## config.mk

```make
export PLATFORM = sky130hd
export DESIGN_NAME = snoop_responder
export DESIGN_NICKNAME = d
export VERILOG_FILES = /design/src/rtl/snp_pkg.sv /design/src/rtl/snp_tag_array.sv /design/src/rtl/snp_wb_ctrl.sv /design/src/rtl/snoop_responder.sv
export SDC_FILE = /design/constraint.sdc
export NUM_CORES = 2
export LEC_CHECK = 0
export BUFFER_PORTS_ARGS = -buffer_cell sky130_fd_sc_hd__buf_4
export CORE_ASPECT_RATIO = 1.2
export CORE_UTILIZATION = 40
export DETAILED_ROUTE_END_ITERATION = 16
export PLACE_DENSITY = 0.55
export SLEW_MARGIN = 20
export SYNTH_ARGS = -nofsm -noshare
export SYNTH_HDL_FRONTEND = slang
export SYNTH_SLANG_ARGS = --single-unit
```

## constraint.sdc

```tcl
create_clock -name clk -period 4.2 [get_ports clk]
set_clock_uncertainty 0.15 [all_clocks]
set_input_delay 0.84 -clock clk [delete_from_list [all_inputs] [get_ports clk]]
set_output_delay 0.84 -clock clk [all_outputs]
set_load 0.1 [all_outputs]
```

## src/rtl/snp_pkg.sv

```systemverilog
package snp_pkg;
  typedef enum logic [1:0] {
    ST_I = 2'd0,
    ST_S = 2'd1,
    ST_E = 2'd2,
    ST_M = 2'd3
  } line_st_e;
endpackage

```

## src/rtl/snp_tag_array.sv

```systemverilog
module snp_tag_array
  import snp_pkg::*;
#(
  parameter int IDX_W = 6,
  parameter int TAG_W = 21
) (
  input  logic             clk,
  input  logic             rst_n,
  input  logic [IDX_W-1:0] rd_idx,
  output logic [TAG_W-1:0] rd_tag,
  output line_st_e         rd_st,
  input  logic             fill_we,
  input  logic [IDX_W-1:0] fill_idx,
  input  logic [TAG_W-1:0] fill_tag,
  input  line_st_e         fill_st,
  input  logic             upd_we,
  input  logic [IDX_W-1:0] upd_idx,
  input  line_st_e         upd_st
);
  localparam int LINES = 1 << IDX_W;

  logic [TAG_W-1:0] tag_mem [LINES];
  line_st_e         st_mem  [LINES];

  // tags need no reset: an invalid state masks them
  always_ff @(posedge clk) begin
    if (fill_we) tag_mem[fill_idx] <= fill_tag;
  end

  always_ff @(posedge clk) begin
    if (!rst_n) begin
      for (int i = 0; i < LINES; i++) st_mem[i] <= ST_I;
    end else if (fill_we) begin
      st_mem[fill_idx] <= fill_st;
    end else if (upd_we) begin
      st_mem[upd_idx] <= upd_st;
    end
  end

  assign rd_tag = tag_mem[rd_idx];
  assign rd_st  = st_mem[rd_idx];

  // the fill port and the snoop update never compete
  a_r10_single_writer: assert property (@(posedge clk) disable iff (!rst_n)
    !(fill_we && upd_we));
endmodule

```

## src/rtl/snp_wb_ctrl.sv

```systemverilog
module snp_wb_ctrl #(
  parameter int LA_W = 27
) (
  input  logic            clk,
  input  logic            rst_n,
  input  logic            start,
  input  logic [LA_W-1:0] start_line,
  output logic            wb_valid,
  input  logic            wb_ready,
  output logic [LA_W-1:0] wb_line,
  input  logic            wb_done,
  output logic            pending
);
  typedef enum logic [1:0] {WB_IDLE, WB_REQ, WB_WAIT} wb_st_e;
  wb_st_e st_q;

  always_ff @(posedge clk) begin
    if (!rst_n) begin
      st_q    <= WB_IDLE;
      wb_line <= '0;
    end else begin
      unique case (st_q)
        WB_IDLE: if (start) begin
          st_q    <= WB_REQ;
          wb_line <= start_line;
        end
        WB_REQ:  if (wb_ready) st_q <= WB_WAIT;
        WB_WAIT: if (wb_done)  st_q <= WB_IDLE;
        default: st_q <= WB_IDLE;
      endcase
    end
  end

  assign wb_valid = (st_q == WB_REQ);
  assign pending  = (st_q != WB_IDLE);

  // request holds under back-pressure
  a_r5_req_hold: assert property (@(posedge clk) disable iff (!rst_n)
    wb_valid && !wb_ready |=> wb_valid && $stable(wb_line));
  // no new writeback can start while one is outstanding
  a_r9_start_when_idle: assert property (@(posedge clk) disable iff (!rst_n)
    start |-> !pending);
endmodule

```

## src/rtl/snoop_responder.sv

```systemverilog
module snoop_responder
  import snp_pkg::*;
#(
  parameter int ADDR_W   = 32,
  parameter int LINE_LSB = 5,
  parameter int IDX_W    = 6
) (
  input  logic                       clk,
  input  logic                       rst_n,
  input  logic                       inq_strobe,
  input  logic                       inq_inval,
  input  logic [ADDR_W-LINE_LSB-1:0] inq_line,
  output logic                       hit_o,
  output logic                       hitm_o,
  output logic                       inq_err_o,
  output logic                       wb_valid_o,
  input  logic                       wb_ready_i,
  output logic [ADDR_W-LINE_LSB-1:0] wb_line_o,
  input  logic                       wb_done_i,
  input  logic                       fill_valid_i,
  output logic                       fill_ready_o,
  input  logic [ADDR_W-LINE_LSB-1:0] fill_line_i,
  input  logic [1:0]                 fill_state_i
);
  localparam int LA_W  = ADDR_W - LINE_LSB;
  localparam int TAG_W = LA_W - IDX_W;

  // stage 1: captured inquire
  logic            s1_v, s1_inv;
  logic [LA_W-1:0] s1_line;
  // stage 2: lookup result
  logic            s2_v, s2_inv, s2_hit, s2_mod;
  logic [LA_W-1:0] s2_line;
  logic            hit_q, err_q, wb_pend;

  logic [TAG_W-1:0] rd_tag;
  line_st_e         rd_st;
  logic             lk_hit, lk_mod;
  logic             busy, accept, fill_we, upd_we;
  line_st_e         upd_st;

  assign busy   = s1_v | (s2_v & s2_mod) | wb_pend;
  assign accept = inq_strobe & ~busy;

  assign lk_hit = (rd_st != ST_I) && (rd_tag == s1_line[LA_W-1:IDX_W]);
  assign lk_mod = lk_hit && (rd_st == ST_M);

  always_ff @(posedge clk) begin
    if (!rst_n) begin
      s1_v    <= 1'b0;
      s1_inv  <= 1'b0;
      s1_line <= '0;
      s2_v    <= 1'b0;
      s2_inv  <= 1'b0;
      s2_hit  <= 1'b0;
      s2_mod  <= 1'b0;
      s2_line <= '0;
      hit_q   <= 1'b0;
      err_q   <= 1'b0;
    end else begin
      s1_v  <= accept;
      err_q <= inq_strobe & busy;
      if (accept) begin
        s1_inv  <= inq_inval;
        s1_line <= inq_line;
      end
      s2_v <= s1_v;
      if (s1_v) begin
        s2_inv  <= s1_inv;
        s2_hit  <= lk_hit;
        s2_mod  <= lk_mod;
        s2_line <= s1_line;
      end
      if (s2_v) hit_q <= s2_hit;
    end
  end

  assign upd_we  = s2_v & s2_hit;
  assign upd_st  = s2_inv ? ST_I : ST_S;
  assign fill_ready_o = ~s1_v & ~s2_v;
  assign fill_we = fill_valid_i & fill_ready_o;

  snp_tag_array #(.IDX_W(IDX_W), .TAG_W(TAG_W)) u_array (
    .clk      (clk),
    .rst_n    (rst_n),
    .rd_idx   (s1_line[IDX_W-1:0]),
    .rd_tag   (rd_tag),
    .rd_st    (rd_st),
    .fill_we  (fill_we),
    .fill_idx (fill_line_i[IDX_W-1:0]),
    .fill_tag (fill_line_i[LA_W-1:IDX_W]),
    .fill_st  (line_st_e'(fill_state_i)),
    .upd_we   (upd_we),
    .upd_idx  (s2_line[IDX_W-1:0]),
    .upd_st   (upd_st)
  );

  snp_wb_ctrl #(.LA_W(LA_W)) u_wb (
    .clk        (clk),
    .rst_n      (rst_n),
    .start      (s2_v & s2_mod),
    .start_line (s2_line),
    .wb_valid   (wb_valid_o),
    .wb_ready   (wb_ready_i),
    .wb_line    (wb_line_o),
    .wb_done    (wb_done_i),
    .pending    (wb_pend)
  );

  assign hit_o     = hit_q;
  assign hitm_o    = wb_pend;
  assign inq_err_o = err_q;

  // a writeback request is only ever outstanding with hitm
  a_r4_req_with_hitm: assert property (@(posedge clk) disable iff (!rst_n)
    wb_valid_o |-> hitm_o && hit_o);
  // hitm only drops on a sampled done
  a_r5_hitm_drop: assert property (@(posedge clk) disable iff (!rst_n)
    $fell(hitm_o) |-> $past(wb_done_i));
  // hit only moves when a lookup result retires
  a_r2_hit_timing: assert property (@(posedge clk) disable iff (!rst_n)
    !$stable(hit_o) |-> $past(s2_v));
  // a strobe during a pending writeback starts nothing
  a_r9_blocked: assert property (@(posedge clk) disable iff (!rst_n)
    inq_strobe && hitm_o |=> !s1_v && inq_err_o);
endmodule

```

==> results.txt <==
Worst path slowest cell: dfxtp_4
Total GRT Usage: 23.13%
root buffer cell: clkbuf_16
Yosys top cell area share: 71.67%
initial antenna violation count: 7
Final Util: 46.51%
sequential area share after synthesis: 74.82%
Slew headroom: 30.75%
syn nets: 3249
vias in the first global route: 33220
Post-synth EDFFs: 1472
GRT Residual Overflow: 0
drt pass-1 iters: 5
DP HPWL: 111900 um
Pwr Density: 460.5 mW/mm^2
status: completed
Fill cells: 12700
post-DR wirelength/cell: 32.24 um
Leak Pwr: 22.12 nW
routability congestion estimate: 0.8527
largest net degree at the start of global routing: 108
Synth area leaders: edfxtp_1, mux4_2, dfxtp_1
yosys warns: 0
final number of setup-violating endpoints: 0
Hold Buf Count CTS: 0
sequential cell area: 0.04616 sq mm
final net count: 3514
CP Max Fanout: 46
remaining antenna violation count after routing: 0
Max Slew Vio Count: 0
# IOs: 95
Max Clock Freq: 244.1 MHz
hold violation count in the final report: 0
Power, Total: 32.73 mW
reg2reg path depth: 10
Area Growth Syn to Fin: 15.24%
Final min period: 4.096 ns
Post-Syn Area: 0.06168 sq mm
Worst Setup Path Type: flip-flop to flip-flop
slew at the pin with the worst max-slew slack: 1.038 ns
critical path endpoint: s2_mod
CTS sink cnt: 1569
vias per inst: 5.902
CTS tree: done
CP peak stage delay: 0.57 ns
wirelength, routed: 179600 um
Die W: 360.5 um
Starting Density: 40.36%
ys async rst share: 0%
Synth Register Bits: 1569
starting DRC count in detailed routing: 3949
H-tree Lvls: 4
area leader, netlist: edfxtp_1
WHS: 0.1410 ns
Post-synth top flop: edfxtp_1
Port Buf Inserts: 94
RSZ-0062 raised after global routing: false
Setup crit end kind: flip-flop
WP data arrival: 4.69 ns
synth unique cells: 60
CTS clk-pin slew, worst paths: 0.06 ns
Synth Instances: 3186
R2R Setup Slk: 0.10 ns
Mapped Avg Cell Area: 19.36 sq um
worst r2r dst: s2_mod
vias post-DR: 32870
fin crit share: 97.53%
Cell Chain, Critical Path: buf_16 > mux4_2 > mux2i_1 > mux2_2 > nor3_1 > o31ai_1 > o221ai_1 > nor4_2 > nand4_1 > o21ai_1
full die area: 0.1558 sq mm
Req. time, crit path: 4.80 ns
DRC: 0
Max-Cap Viols: 0
fraction of layout cells with a size suffix above 1: 27.74%
worst vdd ir: 0.4004 mV
Std-Cell Rows: 157
multi-input logic area: 0.01459 sq mm
first-pass GRT wire length: 252300 um
clock buffer depth: 3
Startpoint Class: flip-flop
Worst-Skew Late Latency: 0.81 ns
Hold WC Path Type: input port to flip-flop
Die Ht: 432.2 um
Core ar.: 0.1528 sq mm
total CTS buffers: 154
-- worst max-delay path, delay by kind of cell, from the launching register on --
family,cells,cell delay (ns)
DFF,1,0.57
AOI/OAI and AO/OA,3,0.91
buffers and inverters,1,0.34
and+or+nand+nor,3,0.66
muxes,3,1.32
-- layout make-up --
type / count / area share [%]
Sequential cell: 1569 / 64.94
Inverter: 6 / 0.03169
Multi-Input combinational cell: 1395 / 20.52
Clock inverter: 86 / 1.079
Timing Repair Buffer: 325 / 4.176
Antenna cell: 6 / 0.02112
Tap cell: 1987 / 3.498
Clock buffer: 195 / 5.727
-- layout by cell type, fill, tap and decap left out, types with 59 or more instances in the layout --
master,instances
a21boi_0,59
a22oi_1,78
buf_4,284
clkbuf_16,156
dfxtp_1,91
edfxtp_1,1472
mux2i_1,99
mux4_2,360
nand2_1,201
nor2_2,65
nor3_1,142
o21ai_0,71
-- cells in the mapped netlist (all sizes together) (3+ instances only) --
library cell  number
edfxtp          1472
mux4             360
nand2            202
nor3             142
buf              109
clkbuf           107
mux2i             99
dfxtp             97
nor2              93
a22oi             78
o21ai             73
a21boi            59
nor2b             47
a21oi             38
nand3             21
xnor2             15
a221oi            13
mux2              13
a22o              11
nand3b            10
and3               9
nor4               9
a32oi              8
and2               8
o22ai              8
xor2               8
a211oi             7
a31oi              6
inv                6
a2111oi            5
nand2b             5
nand4              5
nor3b              4
o211ai             4
or2                4
a221o              3
a2bb2oi            3
o31ai              3
or3                3
-- how the worst min path moves through the flow --
stage                                  end              from  cells after the start
after floorplan           u_wb.wb_line[15]       s2_line[15]                      2
after global placement    u_wb.wb_line[21]       s2_line[21]                      2
after detailed placement  u_wb.wb_line[21]  u_wb.wb_line[21]                      2
after CTS                        inq_err_o        inq_strobe                      3
after global routing                  s1_v        inq_strobe                      2
final                            inq_err_o        inq_strobe                      3
-- state kept, by name, summed over array words and instances (netlist names), named ones only --
register	flops
hit_o	1
u_wb.wb_line	27
u_array.st_mem	128
s2_inv	1
s1_line	27
u_array.tag_mem	1344
u_wb.st_q	2
s2_mod	1
s1_v	1
inq_err_o	1
s1_inv	1
s2_hit	1
s2_line	27
s2_v	1
-- stage by stage --
stage	setup slack [ns]	cell area [sq um]	TNS (ns)	instances
floorplan	0.3414	61680	0	3186
global placement	0.003452	66170	0	5281
detailed placement	-0.02966	66170	-0.02966	5281
CTS	0.09815	71040	0	5563
global route	0.01259	71060	0	5564
finish	0.1036	71080	0	5569
-- kinds of logic after synthesis --
family,after synthesis,share of synthesized area [%]
compound gates,334,3.723
xor+xnor,23,0.3266
buf+inv,222,1.879
flops,1569,74.82
mux,472,14.99
simple gates,566,4.266
-- power by group --
group	internal [mW]	switching, mW	total [mW]
clock	7.51	5.92	13.4
sequential	17.2	0.0854	17.3
combinational	0.747	1.27	2.02
total	25.5	7.28	32.7
-- timing repair --
item,4_1_cts,5_1_grt
setup buffers,1,0
pin swaps,0,1
gates resized for setup,1,3
setup endpoints to repair,1,1
cloned,0,0
-- metal layers --
layer	global-route usage [%]	vias to the layer above	share of wire [%]
met2	39.78	1432	51
met1	29.24	17580	38
li1	-	13560	-
met4	9.564	2	4.0
met3	3.525	296	6.6
met5	0	-	0.0089
Note: power is estimated with default switching activity, not from simulation.
